$ cat src/rtl/icx_pkg.sv
package icx_pkg;
  typedef enum logic [1:0] {
    OP_PEEK  = 2'd0,
    OP_RAISE = 2'd1,
    OP_WHO   = 2'd2,
    OP_ACK   = 2'd3
  } icx_op_e;
endpackage

$ cat src/rtl/icx_prio_arb.sv
module icx_prio_arb #(
  parameter int N_CORES = 4
) (
  input  logic [N_CORES-1:0] req,
  output logic [N_CORES-1:0] gnt
);
  // Lowest requesting index wins; descending scan lets it overwrite.
  always_comb begin
    gnt = '0;
    for (int i = N_CORES - 1; i >= 0; i--) begin
      if (req[i]) begin
        gnt    = '0;
        gnt[i] = 1'b1;
      end
    end
  end
endmodule

$ cat src/rtl/icx_src_bank.sv
module icx_src_bank
  import icx_pkg::*;
#(
  parameter int N_CORES = 4,
  localparam int IDX_W = (N_CORES > 1) ? $clog2(N_CORES) : 1
) (
  input  logic                   clk,
  input  logic                   rst,
  input  logic                   acc,
  input  logic [IDX_W-1:0]       sel_core,
  input  icx_op_e                sel_op,
  input  logic [IDX_W-1:0]       sel_arg,
  output logic [N_CORES*N_CORES-1:0] mask_flat,
  output logic [N_CORES-1:0]     irq
);
  // Row t holds the senders pending at core t; bit s is sender s.
  logic [N_CORES-1:0] mask_q [N_CORES];
  logic [N_CORES-1:0] mask_d [N_CORES];
  logic [N_CORES-1:0] irq_q;

  function automatic logic in_range(input logic [IDX_W-1:0] x);
    return 32'(x) < N_CORES;
  endfunction

  always_comb begin
    for (int t = 0; t < N_CORES; t++) mask_d[t] = mask_q[t];
    if (acc) begin
      unique case (sel_op)
        OP_RAISE: if (in_range(sel_arg) && (sel_arg != sel_core))
                    mask_d[sel_arg][sel_core] = 1'b1;
        OP_ACK:   if (in_range(sel_arg))
                    mask_d[sel_core][sel_arg] = 1'b0;
        default: ;
      endcase
    end
  end

  for (genvar t = 0; t < N_CORES; t++) begin : g_row
    always_ff @(posedge clk) begin
      if (rst) begin
        mask_q[t] <= '0;
        irq_q[t]  <= 1'b0;
      end else begin
        mask_q[t] <= mask_d[t];
        irq_q[t]  <= |mask_d[t];
      end
    end
    assign mask_flat[t*N_CORES +: N_CORES] = mask_q[t];
  end

  assign irq = irq_q;
endmodule

$ cat src/rtl/icx_readback.sv
module icx_readback
  import icx_pkg::*;
#(
  parameter int N_CORES = 4,
  parameter int DATA_W  = 8,
  localparam int IDX_W = (N_CORES > 1) ? $clog2(N_CORES) : 1
) (
  input  logic                       clk,
  input  logic                       rst,
  input  logic                       acc,
  input  logic [IDX_W-1:0]           sel_core,
  input  icx_op_e                    sel_op,
  input  logic [IDX_W-1:0]           sel_arg,
  input  logic [N_CORES*N_CORES-1:0] mask_flat,
  output logic [N_CORES*DATA_W-1:0]  rdata
);
  logic [N_CORES-1:0] row [N_CORES];
  logic [DATA_W-1:0]  rd_val;

  for (genvar t = 0; t < N_CORES; t++) begin : g_unpack
    assign row[t] = mask_flat[t*N_CORES +: N_CORES];
  end

  always_comb begin
    rd_val = '0;
    unique case (sel_op)
      OP_PEEK: if (32'(sel_arg) < N_CORES) rd_val[0] = |row[sel_arg];
      OP_WHO:  rd_val = DATA_W'(row[sel_core]);
      default: rd_val = '0;
    endcase
  end

  for (genvar c = 0; c < N_CORES; c++) begin : g_word
    logic [DATA_W-1:0] rd_q;
    always_ff @(posedge clk) begin
      if (rst)
        rd_q <= '0;
      else if (acc && (sel_core == IDX_W'(c)))
        rd_q <= rd_val;
    end
    assign rdata[c*DATA_W +: DATA_W] = rd_q;
  end
endmodule

$ cat src/rtl/icx_signal_unit.sv
module icx_signal_unit
  import icx_pkg::*;
#(
  parameter int N_CORES = 4,
  parameter int DATA_W  = 8,
  localparam int IDX_W = (N_CORES > 1) ? $clog2(N_CORES) : 1
) (
  input  logic                      clk,
  input  logic                      rst,
  input  logic [N_CORES-1:0]        cmd_valid,
  input  logic [2*N_CORES-1:0]      cmd_op,
  input  logic [IDX_W*N_CORES-1:0]  cmd_arg,
  output logic [N_CORES-1:0]        cmd_ready,
  output logic [DATA_W*N_CORES-1:0] rdata,
  output logic [N_CORES-1:0]        irq
);
  logic [N_CORES-1:0]         gnt;
  logic                       acc;
  logic [IDX_W-1:0]           sel_core;
  logic [IDX_W-1:0]           sel_arg;
  icx_op_e                    sel_op;
  logic [N_CORES*N_CORES-1:0] mask_flat;

  icx_prio_arb #(.N_CORES(N_CORES)) u_arb (
    .req (cmd_valid),
    .gnt (gnt)
  );

  assign cmd_ready = gnt;

  // Route the single granted command to the shared state.
  always_comb begin
    acc      = |gnt;
    sel_core = '0;
    sel_op   = OP_PEEK;
    sel_arg  = '0;
    for (int i = 0; i < N_CORES; i++) begin
      if (gnt[i]) begin
        sel_core = IDX_W'(i);
        sel_op   = icx_op_e'(cmd_op[2*i +: 2]);
        sel_arg  = cmd_arg[i*IDX_W +: IDX_W];
      end
    end
  end

  icx_src_bank #(.N_CORES(N_CORES)) u_bank (
    .clk       (clk),
    .rst       (rst),
    .acc       (acc),
    .sel_core  (sel_core),
    .sel_op    (sel_op),
    .sel_arg   (sel_arg),
    .mask_flat (mask_flat),
    .irq       (irq)
  );

  icx_readback #(.N_CORES(N_CORES), .DATA_W(DATA_W)) u_rb (
    .clk       (clk),
    .rst       (rst),
    .acc       (acc),
    .sel_core  (sel_core),
    .sel_op    (sel_op),
    .sel_arg   (sel_arg),
    .mask_flat (mask_flat),
    .rdata     (rdata)
  );
endmodule

$ cat config.mk
export PLATFORM = sky130hd
export DESIGN_NAME = icx_signal_unit
export DESIGN_NICKNAME = d
export VERILOG_FILES = /design/src/rtl/icx_pkg.sv /design/src/rtl/icx_prio_arb.sv /design/src/rtl/icx_src_bank.sv /design/src/rtl/icx_readback.sv /design/src/rtl/icx_signal_unit.sv
export SDC_FILE = /design/constraint.sdc
export NUM_CORES = 1
export LEC_CHECK = 0
export ABC_CLOCK_PERIOD_IN_PS = 5500
export BUFFER_PORTS_ARGS = -buffer_cell sky130_fd_sc_hd__buf_2
export CAP_MARGIN = 0
export CORE_ASPECT_RATIO = 0.75
export CORE_UTILIZATION = 37
export CTS_CLUSTER_DIAMETER = 50
export CTS_CLUSTER_SIZE = 8
export DETAILED_ROUTE_END_ITERATION = 6
export SYNTH_ARGS = -nofsm -noshare
export SYNTH_HDL_FRONTEND = slang
export SYNTH_SLANG_ARGS = --single-unit
export TNS_END_PERCENT = 30
$ cat constraint.sdc
create_clock -name clk -period 5.5 [get_ports clk]
set_input_delay 1.1 -clock clk [delete_from_list [all_inputs] [get_ports clk]]
set_output_delay 1.1 -clock clk [all_outputs]
set_load 0.01 [all_outputs]
=== Word level (Yosys, flattened, before mapping) ===
Memory sizes are Yosys's and may differ from the RTL's.
Cells that the tools add are included.

* Register bits: 36
* Bits in latches: 0
* Memory bits (writable): 16
* Memory bits (read-only): 0
* Output and inout bits: 40
* Word-level logic and storage cells: 90
* Memories kept: 1

{| class="wikitable"
|+ Memories
! memory !! depth !! width !! rd ports !! clocked after memory_dff !! write ports !! line !! RTL
|-
| u_bank.mask_q || 4 || 4 || 4 || 0 || 4 || icx_src_bank.sv:17 || <nowiki>logic [N_CORES-1:0] mask_q [N_CORES];</nowiki>
|}

* $add $sub $neg: 0
* $mul: 0
* Div/mod/pow operators: 0
* Order comparisons: 8
* Eq/ne operators: 7
* Shifts and indexed selects: 0
* Muxes and demuxes: 41
* Bitwise gates (word level): 9
* Reduce and logical (&&, ||, !) cells: 16

{| class="wikitable"
|+ Operators with widths
! cell !! count
|-
| 2-to-1 mux 4 bit || 14
|-
| 2-to-1 mux 16 bit || 2
|-
| case mux 16 bit (2 select lines) || 1
|-
| OR reduction 4 bit || 6
|-
| 2-to-1 mux 2 bit || 10
|-
| AND 16 bit || 1
|-
| binary-select mux 4 bit (select 2 bit) || 2
|-
| demux 4 bit (select 2 bit) || 2
|-
| NOT 16 bit || 1
|-
| bitwise OR 16 bit || 1
|-
| == test 2 bit (second input constant) || 4
|-
| logical AND 1 bit || 8
|-
| >= comparator 3 bit (second input constant) || 2
|-
| less-than comparator 2 x 3 -> 1 bit (second input constant) || 2
|-
| less-than comparator 3 x 1 -> 1 bit (second input constant) || 2
|-
| 2-to-1 mux 1 bit || 6
|-
| NOT 2 -> 3 bit || 2
|-
| demux 1 bit (select 2 bit) || 2
|-
| == test 2 x 1 -> 1 bit (second input constant) || 2
|-
| >= comparator 2 x 1 -> 1 bit (second input constant) || 2
|-
| zero test 2 bit || 2
|-
| bitwise OR 1 bit || 4
|-
| 2-to-1 mux 3 bit || 1
|-
| inequality test 2 bit || 1
|-
| case mux 1 bit (2 select lines) || 1
|}

=== Logic depth before layout (Yosys ltp) ===
* Depth in word-level cells: 19
* Depth in mapped cells: 10
* Mapped depth without buffers: 7

=== By module ===
A second synthesis with hierarchy kept.

* Cells, all modules: 222
* Area total of the unflattened synthesis: 2001.9 um2

{| class="wikitable"
|+ By module, submodules not included
! module !! instances !! cells an instance !! area an instance (um2) !! sequential area each (um2)
|-
| icx_readback || 1 || 95 || 944.7 || 320.3
|-
| icx_src_bank || 1 || 101 || 867.1 || 400.4
|-
| icx_signal_unit || 1 || 22 || 151.4 || 0.0
|-
| icx_prio_arb || 1 || 4 || 38.8 || 0.0
|}

=== Worst setup path after synthesis ===
Ideal clock, no wire load.

* Kind: input -> output
* Start: input cmd_valid[0]
* End: output cmd_ready[3]
* Arrival time: 2.053 ns
* Data required time: 4.400 ns
* Slack: 2.347 ns
* Stages on the path: 5
* Cells stage by stage: buf_2 or4b_4 buf_6 clkinv_8 buf_12

* Word-level cells in the longest chain between the ends: 1

{| class="wikitable"
|+ Ends and longest elaborated chain
! item !! line !! RTL
|-
| from (decl) || icx_signal_unit.sv:10 || <nowiki>input logic [N_CORES-1:0] cmd_valid,</nowiki>
|-
| 2-to-1 mux 4 bit || icx_prio_arb.sv:11 || <nowiki>if (req[i]) begin</nowiki>
|-
| to (decl) || icx_signal_unit.sv:13 || <nowiki>output logic [N_CORES-1:0] cmd_ready,</nowiki>
|}

Every way passes these cells.

=== Worst setup path in the final report ===
* Start: input cmd_valid[0]
* End: output cmd_ready[2]

Same word-level chain as after synthesis.

==> summary.md <==
| Metric | Value |
|---|---|
| Initial antenna violation count | `0` |
| Final Hold Fails | `0` |
| Worst Setup SP | `cmd_valid[0]` |
| Core Rows | `23` |
| Final instance area | `2318 µm²` |
| Via Count | `1,961` |
| Peak VDD IR | `0.2194 mV` |
| Min-Delay Path Class | `register to register` |
| Sink Count | `36` |
| Reg-to-Reg End | `u_rb.g_word[0].rd_q[0]` |
| Period utilization | `64.10%` |
| Setup_tns | `0 ps` |
| Slew headroom | `between 50% and 60%` |
| Setup CP Type | `input port to output port` |
| H-tree depth | `2` |
| Overall Power | `roughly 0.59 mW` |
| Clk_lat worst skew | `290 ps` |
| Post-synth EDFFs | `0` |
| RSZ-0062 raised after global routing | `false` |
| Worst EP arrival | `2430 ps` |
| Finished Layout Cells | `348` |
| Sw power | `0.1594 mW` |
| Critical path launch point type | `input port` |
| Total grt overflow | `0` |
| Placed Cells incl. Taps | `340` |
| Die X | `87.81 µm` |
| Share of post-route cells with drive strength above 1 | `25.27%` |
| Final setup viols | `0` |
| Vias in the first global route | `~1.7k` |
| DRC | `0` |
| Clock buffer count from CTS | `5` |
| Mapped Cells | `236` |
| # fillers | `560` |
| First-pass GRT wire length | `between 8000 and 9000 µm` |
| Sequential share of power | `45.5%` |
| Antenna viol nets, final | `0` |
| Number of I/O pins | `62` |
| Worst Clk Skew | `7.226 ps` |
| IO Port Bufs | `45` |
| Switching part of the total power | `between 20 and 30%` |
| Final wirelength | `5545 µm` |
| Largest net degree at the start of global routing | `33` |
| Vias per std cell | `5.635` |
| Syn. warnings | `0` |
| Post-DP Area | `2207 µm²` |
| LEAKAGE | `between 0.9 and 1 nW` |
| Synth Flop Type | `dfxtp_1` |
| Postcts setup bufs | `0` |
| Unique masters post-synth | `51` |
| CP required | `4400 ps` |
| Post-detailed-route wirelength per cell | `15.93 µm` |
| FMAX | `around 280 MHz` |
| NumNets Final | `~290` |
| Ys async rst share | `0%` |
| Sequential share of the synthesized area | `35.27%` |
| Cell-internal power | `between 0.4 and 0.5 mW` |
| Tmin final | `roughly 3500 ps` |
| Status | `finished clean` |
| Max-cap violations | `0` |
| Pwr/cell area | `252.7 nW/µm²` |
| Number of DRC markers in iteration 0 | `about 140` |
| P&R area growth vs syn | `13.47%` |
| Slew Limit Fails | `0` |
| Clock Pin Slew Worst Setup and Hold Paths | `70 ps` |
| CTS tree | `built` |
| Initial Util | `38.38%` |
| DIE AREA | `5826 µm²` |
| Hold_buf cts | `0` |
| Core area | `5324 µm²` |
| Post-CTS resize count | `0` |
| Reg2Reg Setup Slack | `3570 ps` |
| Worst Tran Pin Value | `656.9 ps` |
| Die span in y | `66.36 µm` |
| Combinational share of power | `between 10% and 20%` |
| Crit path max fanout | `28` |
| Post-Syn Area | `2043 µm²` |
| CTS max path bufs | `2` |
| Critical Path End Type | `output port` |
| Reg-to-reg critical path startpoint | `u_bank.mask_q[0][4]` |
| Avg Inst Size Synth | `8.658 µm²` |
| Clk pwr share | `about two fifths` |
| 1st-pass router iterations | `5` |
| Routability congestion estimate | `0.9913` |
| GRT Util Overall | `19.53%` |
| Hpwl dp | `4120 µm` |
| Flops & latches, synth | `36` |
| # diodes | `0` |
| Crit path capture | `cmd_ready[2]` |
| R2R cell count | `4` |
| Clk root buf | `clkbuf_8` |
==> kinds of logic after synthesis <==
family | Yosys count | share of synthesized area, %
mux | 4 | 4.409
flops | 36 | 35.27
buf+inv | 41 | 12.98
compound gates | 70 | 25.11
other cells | 1 | 0.1835
simple gates | 84 | 22.05
==> worst min path at each step <==
stage	from	end	slack [ps]	cells past startpoint
after detailed placement	u_rb.g_word[1].rd_q[2]	u_rb.g_word[1].rd_q[2]	440	2
after CTS	u_rb.g_word[1].rd_q[2]	u_rb.g_word[1].rd_q[2]	460	2
final	u_rb.g_word[1].rd_q[2]	u_rb.g_word[1].rd_q[2]	450	2
after global routing	u_rb.g_word[3].rd_q[2]	u_rb.g_word[3].rd_q[2]	480	2
after global placement	u_rb.g_word[2].rd_q[1]	u_rb.g_word[2].rd_q[1]	440	2
after floorplan	u_bank.mask_q[1][2]	u_bank.mask_q[1][2]	420	2
==> cell usage in the layout (no fill, tap or decap), types with 3 or more instances in the layout <==
cell	netlist	routed
a31oi_1	3	3
and3_1	3	3
mux4_2	4	4
nand4_1	18	18
o21a_1	3	3
nand3_1	3	3
a32oi_1	4	4
inv_1	7	7
nand2b_1	5	5
a41oi_1	3	3
nand2_1	17	17
conb_1	1	16
dfxtp_1	36	36
or4_1	4	4
a21oi_1	26	26
o21ai_0	4	4
o41ai_1	3	3
a21o_1	5	5
nor2_1	19	19
nand3b_1	5	5
buf_2	3	45
clkbuf_8	0	5
==> critical path, cell delays in order <==
cell      delay (ps)
buf_2            370
nor2_1           100
nand2_1          230
clkinv_1         360
buf_2            260
==> registers in the layout (all words and copies together), names as in the netlist <==
register,flops
u_bank.mask_q,16
u_rb.g_word.rd_q,16
u_bank.irq,4
==> power by group through the flow <==
stage | clock (mW) | sequential, mW | combinational, mW
after floorplan | 0 | 0.273 | 0.0706
after global placement | 0 | 0.272 | 0.0879
after detailed placement | 0 | 0.272 | 0.0873
after CTS | 0.234 | 0.266 | 0.0877
after global routing | 0.246 | 0.267 | 0.0976
final | 0.230 | 0.267 | 0.0896
==> layer usage <==
| metal | vias to the layer above | wire length (µm) | track usage (%) |
|---|---|---|---|
| li1 | 925 | - | - |
| met1 | 933 | 2556 | 27.92 |
| met2 | 97 | 2407 | 28.39 |
| met3 | 6 | 535 | 5.993 |
| met4 | 0 | 45 | 4.303 |
| met5 | - | 0 | 0 |
==> synthesized netlist by cell type, drive strengths merged (2+ instances only) <==
cell,instances,area (µm²)
nand3,3,15.01
inv,7,26.28
a21o,5,37.54
a31oi,3,18.77
or4,4,30.03
clkbuf,8,30.03
a41oi,3,26.28
a21oi,27,138.9
clkinv,2,20.02
o21ai,4,20.02
nor3,2,10.01
dfxtp,36,720.7
o21a,3,22.52
nand3b,5,37.54
o211ai,3,32.53
o41ai,3,26.28
nand2,19,76.32
buf,24,188.9
or3,2,12.51
a221oi,2,23.77
nor2,19,71.32
nand2b,5,31.28
nand4,18,112.6
and3,3,18.77
a32oi,4,35.03
a22oi,2,15.01
mux4,4,90.09
a22o,3,35.04
==> area by class of cell <==
type	instances	area (µm²)	area share, %
multi-input cells	174	1114	48.03
flip-flops and latches	36	720.7	31.08
repair buffers	46	232.7	10.04
well taps	75	93.84	4.047
clock buffers	5	68.82	2.968
inverters	9	46.29	1.997
clock inverters	3	42.54	1.835
==> through the flow <==
step | util (%) | hold WS [ps] | worst slack, ps
finish | 43.55 | 452.5 | 1974
global route | 43.55 | 478.9 | 1821
CTS | 43.55 | 455.2 | 1976
floorplan | - | 424.4 | 2347
global placement | 41.46 | 440.9 | 2023
detailed placement | 41.46 | 444.4 | 1929
Power figures use the tool's default switching activity.
